## src/rtl/miss_sb_pkg.sv

```systemverilog
package miss_sb_pkg;

    typedef enum logic {
        SLOT_FREE,
        SLOT_WAIT
    } slot_state_t;

    typedef enum logic [2:0] {
        DEC_IDLE,
        DEC_SRC_HAZ,
        DEC_DST_HAZ,
        DEC_FULL,
        DEC_XLAT_HOLD,
        DEC_GRANT
    } issue_dec_t;

endpackage

```

## src/rtl/miss_sb_pending.sv

```systemverilog
module miss_sb_pending #(
    parameter int NREG = 32,
    localparam int RW = $clog2(NREG)
) (
    input  logic            clk,
    input  logic            rst,
    input  logic            set_en,
    input  logic [RW-1:0]   set_idx,
    input  logic            clr_en,
    input  logic [RW-1:0]   clr_idx,
    output logic [NREG-1:0] pend
);

    always_ff @(posedge clk) begin
        if (rst) begin
            pend <= '0;
        end else begin
            if (clr_en) pend[clr_idx] <= 1'b0;
            if (set_en) pend[set_idx] <= 1'b1;
        end
    end

    // a granted load marks its destination
    p_set_marks_r2: assert property (@(posedge clk) disable iff (rst)
        set_en |=> pend[$past(set_idx)]);

    // a release clears the destination flag
    p_clear_flag_r8: assert property (@(posedge clk) disable iff (rst)
        (clr_en && !(set_en && set_idx == clr_idx)) |=> !pend[$past(clr_idx)]);

endmodule

```

## src/rtl/miss_sb_slot.sv

```systemverilog
module miss_sb_slot
    import miss_sb_pkg::*;
#(
    parameter int NREG = 32,
    localparam int RW = $clog2(NREG)
) (
    input  logic          clk,
    input  logic          rst,
    input  logic          alloc,
    input  logic [RW-1:0] alloc_dst,
    input  logic          release_i,
    output logic          busy,
    output logic [RW-1:0] dst
);

    slot_state_t state, state_nx;

    always_comb begin
        state_nx = state;
        unique case (state)
            SLOT_FREE: if (alloc)     state_nx = SLOT_WAIT;
            SLOT_WAIT: if (release_i) state_nx = SLOT_FREE;
        endcase
    end

    always_ff @(posedge clk) begin
        if (rst) begin
            state <= SLOT_FREE;
            dst   <= '0;
        end else begin
            state <= state_nx;
            if (alloc) dst <= alloc_dst;
        end
    end

    always_comb begin
        unique case (state)
            SLOT_FREE: busy = 1'b0;
            SLOT_WAIT: busy = 1'b1;
        endcase
    end

    // only a free slot may be allocated
    p_alloc_free_r5: assert property (@(posedge clk) disable iff (rst)
        alloc |-> state == SLOT_FREE);

    // a release returns the slot to free
    p_release_frees_r8: assert property (@(posedge clk) disable iff (rst)
        release_i |=> state == SLOT_FREE);

    // a slot never released while free changes nothing
    p_free_stays_r10: assert property (@(posedge clk) disable iff (rst)
        (state == SLOT_FREE && !alloc) |=> state == SLOT_FREE);

endmodule

```

## src/rtl/miss_sb_issue.sv

```systemverilog
module miss_sb_issue
    import miss_sb_pkg::*;
#(
    parameter int NREG  = 32,
    parameter int NSLOT = 8,
    localparam int RW = $clog2(NREG),
    localparam int SW = $clog2(NSLOT)
) (
    input  logic             clk,
    input  logic             rst,
    input  logic             req_valid,
    input  logic [RW-1:0]    src1,
    input  logic             src1_en,
    input  logic [RW-1:0]    src2,
    input  logic             src2_en,
    input  logic [RW-1:0]    dst,
    input  logic             dst_en,
    input  logic             is_load,
    input  logic             xlat_miss,
    input  logic [NREG-1:0]  pend,
    input  logic [NSLOT-1:0] busy,
    output logic             grant,
    output logic             alloc_en,
    output logic [SW-1:0]    alloc_idx
);

    issue_dec_t dec;
    logic       free_found;
    logic       src_haz;
    logic       dst_haz;

    always_comb begin
        free_found = 1'b0;
        alloc_idx  = '0;
        for (int i = NSLOT - 1; i >= 0; i--) begin
            if (!busy[i]) begin
                free_found = 1'b1;
                alloc_idx  = SW'(i);
            end
        end
    end

    assign src_haz = (src1_en && pend[src1]) || (src2_en && pend[src2]);
    assign dst_haz = (dst_en || is_load) && pend[dst];

    always_comb begin
        if (!req_valid)                 dec = DEC_IDLE;
        else if (src_haz)               dec = DEC_SRC_HAZ;
        else if (dst_haz)               dec = DEC_DST_HAZ;
        else if (is_load && !free_found) dec = DEC_FULL;
        else if (xlat_miss && |busy)    dec = DEC_XLAT_HOLD;
        else                            dec = DEC_GRANT;
    end

    always_comb begin
        unique case (dec)
            DEC_GRANT: grant = 1'b1;
            DEC_IDLE, DEC_SRC_HAZ, DEC_DST_HAZ,
            DEC_FULL, DEC_XLAT_HOLD: grant = 1'b0;
            default:   grant = 1'b0;
        endcase
        alloc_en = grant && is_load;
    end

    // no grant while a read source is waiting
    p_src_block_r3: assert property (@(posedge clk) disable iff (rst)
        (grant && src1_en) |-> !pend[src1]);

    // no grant onto a waiting destination
    p_dst_block_r4: assert property (@(posedge clk) disable iff (rst)
        (grant && dst_en) |-> !pend[dst]);

    // an allocation always lands on a free slot
    p_alloc_target_r2: assert property (@(posedge clk) disable iff (rst)
        alloc_en |-> !busy[alloc_idx]);

endmodule

```

## src/rtl/miss_scoreboard.sv

```systemverilog
module miss_scoreboard #(
    parameter int NREG  = 32,
    parameter int NSLOT = 8,
    localparam int RW = $clog2(NREG),
    localparam int SW = $clog2(NSLOT)
) (
    input  logic          clk,
    input  logic          rst,
    input  logic          iss_valid,
    input  logic [RW-1:0] iss_src1,
    input  logic          iss_src1_en,
    input  logic [RW-1:0] iss_src2,
    input  logic          iss_src2_en,
    input  logic [RW-1:0] iss_dst,
    input  logic          iss_dst_en,
    input  logic          iss_load,
    input  logic          iss_xlat_miss,
    input  logic          ret_valid,
    input  logic [SW-1:0] ret_slot,
    output logic          iss_grant,
    output logic [SW-1:0] iss_slot
);

    logic [NREG-1:0]  pend;
    logic [NSLOT-1:0] busy;
    logic [RW-1:0]    slot_dst [NSLOT];
    logic             alloc_en;
    logic [SW-1:0]    alloc_idx;
    logic             ret_hit;

    assign ret_hit  = ret_valid && busy[ret_slot];
    assign iss_slot = alloc_idx;

    miss_sb_issue #(.NREG(NREG), .NSLOT(NSLOT)) u_issue (
        .clk       (clk),
        .rst       (rst),
        .req_valid (iss_valid),
        .src1      (iss_src1),
        .src1_en   (iss_src1_en),
        .src2      (iss_src2),
        .src2_en   (iss_src2_en),
        .dst       (iss_dst),
        .dst_en    (iss_dst_en),
        .is_load   (iss_load),
        .xlat_miss (iss_xlat_miss),
        .pend      (pend),
        .busy      (busy),
        .grant     (iss_grant),
        .alloc_en  (alloc_en),
        .alloc_idx (alloc_idx)
    );

    miss_sb_pending #(.NREG(NREG)) u_pending (
        .clk     (clk),
        .rst     (rst),
        .set_en  (alloc_en),
        .set_idx (iss_dst),
        .clr_en  (ret_hit),
        .clr_idx (slot_dst[ret_slot]),
        .pend    (pend)
    );

    for (genvar g = 0; g < NSLOT; g++) begin : g_slot
        miss_sb_slot #(.NREG(NREG)) u_slot (
            .clk       (clk),
            .rst       (rst),
            .alloc     (alloc_en && alloc_idx == SW'(g)),
            .alloc_dst (iss_dst),
            .release_i (ret_hit && ret_slot == SW'(g)),
            .busy      (busy[g]),
            .dst       (slot_dst[g])
        );
    end

    // a translation-miss access issues only with no slot busy
    p_xlat_drain_r7: assert property (@(posedge clk) disable iff (rst)
        (iss_grant && iss_xlat_miss) |-> busy == '0);

    // a full table blocks every load
    p_full_block_r6: assert property (@(posedge clk) disable iff (rst)
        (iss_valid && iss_load && &busy) |-> !iss_grant);

    // nothing is busy right after reset
    p_reset_clear_r1: assert property (@(posedge clk)
        rst |=> (busy == '0 && pend == '0));

    // a return leaves other slots untouched
    p_one_release_r9: assert property (@(posedge clk) disable iff (rst)
        (ret_valid && !alloc_en) |=> $countones(busy) >= $countones($past(busy)) - 1);

endmodule

```

## config.mk

```make
export PLATFORM = sky130hd
export DESIGN_NAME = miss_scoreboard
export DESIGN_NICKNAME = d
export VERILOG_FILES = /design/src/rtl/miss_sb_pkg.sv /design/src/rtl/miss_sb_pending.sv /design/src/rtl/miss_sb_slot.sv /design/src/rtl/miss_sb_issue.sv /design/src/rtl/miss_scoreboard.sv
export SDC_FILE = /design/constraint.sdc
export NUM_CORES = 1
export LEC_CHECK = 0
export BUFFER_PORTS_ARGS = -buffer_cell sky130_fd_sc_hd__buf_2
export CAP_MARGIN = 20
export CORE_ASPECT_RATIO = 0.75
export CORE_UTILIZATION = 55
export CTS_CLUSTER_DIAMETER = 80
export DETAILED_ROUTE_END_ITERATION = 6
export MAX_ROUTING_LAYER = met4
export PLACE_DENSITY = 0.76
export SYNTH_ARGS = -nofsm -noshare
export SYNTH_HDL_FRONTEND = slang
export SYNTH_SLANG_ARGS = --single-unit
```

## constraint.sdc

```tcl
create_clock -name clk -period 3.03 [get_ports clk]
set_clock_uncertainty 0.1 [all_clocks]
set_input_delay 0.303 -clock clk [delete_from_list [all_inputs] [get_ports clk]]
set_output_delay 0.303 -clock clk [all_outputs]
set_load 0.02 [all_outputs]
```

After elaboration in Yosys (flattened, before gate mapping)
Cells that the tools add are included.
{"block": "op_classes", "order_cmp": 8, "eq_ne": 15, "n_mux": 72, "bitwise_logic": 12, "n_reduce_logical": 31}
{"operator": "$mux W32", "count": 3}
{"operator": "$mux W3", "count": 12}
{"operator": "$and A32 B32 Y32", "count": 1}
{"operator": "$mux W1", "count": 32}
{"operator": "$not A32 Y32", "count": 1}
{"operator": "$or A32 B32 Y32", "count": 1}
{"operator": "$pmux W1 S2", "count": 16}
{"operator": "$eq A3 B3 Y1 const B", "count": 9}
{"operator": "$logic_and A1 B1 Y1", "count": 25}
{"operator": "$lt A5 B6 Y1 const B", "count": 4}
{"operator": "$bmux W1 S5", "count": 3}
{"operator": "$bmux W5 S3", "count": 1}
{"operator": "$eq A3 B2 Y1 const B", "count": 4}
{"operator": "$demux W1 S5", "count": 2}
{"operator": "$ge A5 B1 Y1 const B", "count": 2}
{"operator": "$mux W5", "count": 2}
{"operator": "$not A1 Y1", "count": 8}
{"operator": "$reduce_or A8 Y1", "count": 1}
{"operator": "$eq A3 B1 Y1 const B", "count": 2}
{"operator": "$logic_not A3 Y1", "count": 2}
{"operator": "$ge A4 B4 Y1 const B", "count": 1}
{"operator": "$lt A3 B4 Y1 const B", "count": 1}
{"operator": "$not A3 Y4", "count": 1}
{"operator": "$bmux W1 S3", "count": 1}
{"operator": "2 further kinds", "count": 3}
{"block": "totals", "ff_bits": 80, "input_bits": 27, "output_inout_bits": 4, "word_cells": 155}

Logic depth before layout (Yosys ltp)
{"block": "logic_depth", "depth_word": 22, "depth_mapped": 10, "mapped_depth_nobuf": 8}

Modules after synthesis
Synthesis repeated with hierarchy kept, for this count alone.
{"block": "unflattened", "cells_unflattened": 481, "hier_area_um2": 4728.3}
{"mod": "miss_sb_slot", "instances": 8, "cells_per_inst": 19, "area_each_um2": 219.0, "seq_area_each_um2": 120.1}
{"mod": "miss_sb_pending", "instances": 1, "cells_per_inst": 158, "area_each_um2": 1388.8, "seq_area_each_um2": 640.6}
{"mod": "miss_sb_issue", "instances": 1, "cells_per_inst": 103, "area_each_um2": 1041.0, "seq_area_each_um2": 0.0}
{"mod": "miss_scoreboard", "instances": 1, "cells_per_inst": 68, "area_each_um2": 546.8, "seq_area_each_um2": 0.0}

Least setup slack after synthesis
OpenSTA, ideal clock, no wires.
{"block": "synth_path", "path_kind": "input-to-reg", "from": "in iss_src2[0]", "to": "reg g_slot[3].u_slot.dst[3]", "setup_ps": 129, "arrival_ps": 2645, "required_time_ps": 2801, "path_slack_ps": 156, "cell_stages": 9, "path_buffers": 2, "path_cell_list": "clkbuf_1 -> mux4_2 -> mux2i_1 -> o221ai_1 -> a41oi_1 -> nand3_2 -> or4b_1 -> buf_2 -> mux2i_1"}
{"block": "synth_between", "elab_chain_cells": 10}
{"item": "start: declaration", "line": "miss_scoreboard.sv:12", "text": "input logic [RW-1:0] iss_src2,"}
{"item": "$bmux W1 S5", "line": "miss_sb_issue.sv:43", "text": "assign src_haz = (src1_en && pend[src1]) || (src2_en && pend[src2]);"}
{"item": "$mux W1 (implied by the code)", "line": "miss_sb_issue.sv:43"}
{"item": "$logic_and A1 B1 Y1", "line": "miss_sb_issue.sv:43"}
{"item": "$logic_or A1 B1 Y1", "line": "miss_sb_issue.sv:43"}
{"item": "$mux W3", "line": "miss_sb_issue.sv:48", "text": "else if (src_haz) dec = DEC_SRC_HAZ;"}
{"item": "$mux W3", "line": "miss_sb_issue.sv:47", "text": "if (!req_valid) dec = DEC_IDLE;"}
{"item": "$eq A3 B3 Y1", "line": "miss_sb_issue.sv:56", "text": "unique case (dec)"}
{"item": "$mux W1", "line": "miss_sb_issue.sv:56"}
{"item": "$logic_and A1 B1 Y1", "line": "miss_sb_issue.sv:62", "text": "alloc_en = grant && is_load;"}
{"item": "$logic_and A1 B1 Y1", "line": "miss_scoreboard.sv:67", "text": ".alloc (alloc_en && alloc_idx == SW'(g)),"}
{"item": "end signal: assignment", "line": "miss_sb_slot.sv:32", "text": "if (alloc) dst <= alloc_dst;"}
{"item": "end: declaration", "line": "miss_sb_slot.sv:13", "text": "output logic [RW-1:0] dst"}
Every way passes these cells. The select of a mux whose other input is x is not followed.
A chain may end at the register's enable or synchronous reset.

Worst setup path in the final report
{"block": "layout_path", "from": "reg u_pending.pend[5]", "to": "reg g_slot[0].u_slot.dst[3]"}
{"block": "layout_between", "elab_chain_cells": 10, "word_cells_on_any_way": 17, "cone_classes": "eq/ne (1); mux (10); reduce/logical (6)"}
{"item": "start: declaration", "line": "miss_sb_pending.sv:11", "text": "output logic [NREG-1:0] pend"}
{"item": "start signal: assignment", "line": "miss_sb_pending.sv:16", "text": "pend <= '0;"}
{"item": "start signal: indexed assignment", "line": "miss_sb_pending.sv:18", "text": "if (clr_en) pend[clr_idx] <= 1'b0;"}
{"item": "start signal: indexed assignment", "line": "miss_sb_pending.sv:19", "text": "if (set_en) pend[set_idx] <= 1'b1;"}
{"item": "$bmux W1 S5 (on tied branches)", "line": "miss_sb_issue.sv:44, miss_sb_issue.sv:43"}
{"item": "$mux W1 (on tied branches)", "line": "miss_sb_issue.sv:44, miss_sb_issue.sv:43"}
{"item": "$logic_and A1 B1 Y1 (on tied branches)", "line": "miss_sb_issue.sv:44, miss_sb_issue.sv:43"}
{"item": "$mux W3 / $logic_or A1 B1 Y1 (equally long branches)", "line": "miss_sb_issue.sv:49, miss_sb_issue.sv:43"}
{"item": "$mux W3 *", "line": "miss_sb_issue.sv:48"}
{"item": "$mux W3 *", "line": "miss_sb_issue.sv:47"}
{"item": "$eq A3 B3 Y1 *", "line": "miss_sb_issue.sv:56"}
{"item": "$mux W1 *", "line": "miss_sb_issue.sv:56"}
{"item": "$logic_and A1 B1 Y1 *", "line": "miss_sb_issue.sv:62"}
{"item": "$logic_and A1 B1 Y1 *", "line": "miss_scoreboard.sv:67"}
{"item": "end signal: assignment", "line": "miss_sb_slot.sv:32"}
{"item": "end: declaration", "line": "miss_sb_slot.sv:13"}
Mark *: on every way between the ends. The rest lies on a longest branch, timed or not. The select of a mux whose other input is x is not followed.

==> metrics.cfg <==
[finish]
num-nets-final = 531
fillCellCount = 633
n_antenna_cell = 0
final_design_area_no_fill_sq_mm = 0.00529
mostFrequentLayoutCells = sky130_fd_sc_hd__dfxtp_1 (80), sky130_fd_sc_hd__mux2i_1 (53), sky130_fd_sc_hd__nand2b_1 (53), sky130_fd_sc_hd__o21ai_0 (43), sky130_fd_sc_hd__nor2b_1 (38)
final_std_cells_w_o_fill = 614
layout_overhead_on_the_synthesized_area_pct = 11.3
layout.cells.most_common = sky130_fd_sc_hd__dfxtp_1
final_util = 0.651
drive_above_1_share = 0.216

[synth]
synthesis.area_sq_mm = 0.00475
ys_dominant_reg_cell = sky130_fd_sc_hd__dfxtp_1
synth_async_sr_flop_share = 0
synthDominantAreaCellType = sky130_fd_sc_hd__dfxtp_1
netlist_cell_types = 43
synth-seq-area-share = 0.337
synth_area_per_cell_sq_um = 9.77
synth-seq-cells = 80
synth_warnings = 0
synth-edff-count = 0
synth_area_leaders = sky130_fd_sc_hd__dfxtp_1 (34%), sky130_fd_sc_hd__mux4_2 (15%), sky130_fd_sc_hd__mux2i_1 (11%), sky130_fd_sc_hd__nand2b_1 (7.0%), sky130_fd_sc_hd__nor2b_1 (5.0%)
syn_nets = 513
post_synth_inst_count = 486
yosysTopAreaCellShare = 0.337

[timing]
final.min_clock_period_ps = 2900
worst_slew_pin_tran_ps = 849
layout_worst_path_cycle_share = 0.956
setup_viol = 0
relative_slew_margins = 0.434
final-hold-violation-count = 0
final_max_slew_viol_count = 0
whs_ps = 225
maxClockFrequency_ghz = 0.345

[clock_tree]
ctsResizeCount = 0
clkLatencyLatePin_ps = 340
h_tree_depth = 3
cts_made_buffers = 9
tritoncts_clock_tree = built
clkTransAtPathRegs_ps = 60
cts.repair_timing.setup_buffer_count = 0
clk_buf_depth = 2
clock_sink_count = 80
cts_hold_buf = 0
root_buffer = sky130_fd_sc_hd__clkbuf_16

[grt]
number_of_global_route_vias_before_repair = 3815
overflow = 0
grt.total_usage = 0.316
maximum_number_of_pins_on_one_net_before_global_route_repair = 51
grt_antenna_before_repair = 0
grt_pass1_wl_microns = 20400

[worst_setup_path]
critical_path.endpoint_type = register
ff2ff_path_depth = 8
worstSetupStartpointType = register
worstPathMaxFanout = 9
critical_path_class = register to register
rr_endpoint = g_slot[0].u_slot.dst[3]
cp_data_arrival_time_ps = 3000
critical_path.endpoint = g_slot[0].u_slot.dst[3]
critPathLaunch = u_pending.pend[5]
reg2reg_setup_slack_ps = 130
cp_data_required_time_ps = 3130
worstReg2RegStart = u_pending.pend[5]

[route]
route.detailed.drc = 0
num_vias = 4058
drtAntennaViolNets = 0
detailedRoute.firstIterationViolations = 500
routed_via_density = 6.61
route.final.wire_length_microns = 13000
firstDrtPassIters = 4
post_drt_wl_per_cell_microns = 21.1

[floorplanning]
core_sq_mm = 0.00813
die_height_microns = 82.5
std_cell_rows = 28
floorplan.io_pins = 31
chipWidth_microns = 109
initial_utilization = 0.584
die_area_sq_mm = 0.00901

[outcome]
outcome = completed

[power_and_ir_drop]
power.leakage_nw = 2.11
power-per-cell-area_mw_per_mm2 = 438
vdd_ir_drop_max_uv = 308

[placement]
port_buffers = 30
postPlaceCellArea_sq_mm = 0.00500
finalWeightedCongestion = 0.864
dpl.hpwl_microns = 9150
place_inst = 598

[min_path]
hold_path_class = input pin to register

[job]
maxCapViolations = 0

-- cell usage after synthesis (3+ instances only) --
master	number
sky130_fd_sc_hd__nor2_1	12
sky130_fd_sc_hd__inv_1	6
sky130_fd_sc_hd__o31ai_1	18
sky130_fd_sc_hd__a21oi_1	8
sky130_fd_sc_hd__buf_2	7
sky130_fd_sc_hd__mux2i_1	53
sky130_fd_sc_hd__nor4_1	3
sky130_fd_sc_hd__or3_1	3
sky130_fd_sc_hd__o41ai_1	16
sky130_fd_sc_hd__nor2b_1	38
sky130_fd_sc_hd__or4_1	4
sky130_fd_sc_hd__clkbuf_1	28
sky130_fd_sc_hd__nand3_1	6
sky130_fd_sc_hd__nand2b_1	53
sky130_fd_sc_hd__o22ai_1	3
sky130_fd_sc_hd__nand2_1	31
sky130_fd_sc_hd__dfxtp_1	80
sky130_fd_sc_hd__mux2_2	9
sky130_fd_sc_hd__mux4_2	32
sky130_fd_sc_hd__buf_1	6
sky130_fd_sc_hd__o21ai_0	43
-- layout make-up --
cell class,count,area [sq um],area share
Clock buffer,11,243,0.0459
Clock inverter,5,41.3,0.00781
Inverter,7,26.3,0.00497
Multi-Input combinational cell,356,2940,0.557
Sequential cell,80,1600,0.303
Tap cell,105,131,0.0248
Timing Repair Buffer,50,300,0.0568
-- report_power, final --
group / leakage (nW) / internal, mW / switching, mW
clock network: 0.132 / 0.583 / 0.445
registers: 0.645 / 1.06 / 0.00698
logic: 1.33 / 0.0881 / 0.134
total: 2.11 / 1.73 / 0.586
-- how the worst min path moves through the flow --
| stage | start | end | slack [ps] | cells past startpoint |
|---|---|---|---|---|
| floorplan | g_slot[7].u_slot.dst[1] | g_slot[7].u_slot.dst[1] | 350 | 2 |
| global placement | g_slot[1].u_slot.dst[2] | g_slot[1].u_slot.dst[2] | 360 | 2 |
| detailed placement | g_slot[5].u_slot.dst[1] | g_slot[5].u_slot.dst[1] | 370 | 2 |
| CTS | iss_dst[0] | u_pending.pend[8] | 230 | 2 |
| global route | iss_dst[0] | u_pending.pend[8] | 250 | 2 |
| finish | iss_dst[0] | u_pending.pend[8] | 230 | 2 |
-- metal layers --
metal,track usage,up-vias,share of wire
met5,-,-,0
met3,0.0738,20,0.095
li1,-,1838,-
met4,0.0840,0,0.015
met2,0.458,198,0.43
met1,0.442,2002,0.46
-- registers in the layout (all words and copies together), names as in the netlist --
register,flops
g_slot.u_slot.state,8
u_pending.pend,32
g_slot.u_slot.dst,40
-- critical path, stage by stage (launching register included) --
cell and delay (ps):
sky130_fd_sc_hd__dfxtp_1 360, sky130_fd_sc_hd__buf_4 180, sky130_fd_sc_hd__a2111oi_0 460, sky130_fd_sc_hd__nor4b_1 150
sky130_fd_sc_hd__a2111oi_2 510, sky130_fd_sc_hd__nand3_2 220, sky130_fd_sc_hd__or4_1 450, sky130_fd_sc_hd__buf_4 200
sky130_fd_sc_hd__mux2i_1 130
-- cell families (layout without fill, tap and decap cells) --
group,count (synthesis),after routing,share of synthesized area
simple gates,161,161,0.193
compound gates,99,99,0.137
flops,80,80,0.337
buf+inv,50,73,0.0437
mux,96,96,0.290
-- metrics by stage --
stage	setup slack (ps)	TNS, ps	power, mW
after floorplan	156	0	1.24
after global placement	-4.14	-12.0	1.30
after detailed placement	-110	-562	1.31
after CTS	90.3	0	2.32
after global routing	-0.623	-0.623	2.38
final	134	0	2.32
Note: power is estimated with default switching activity, not from simulation.
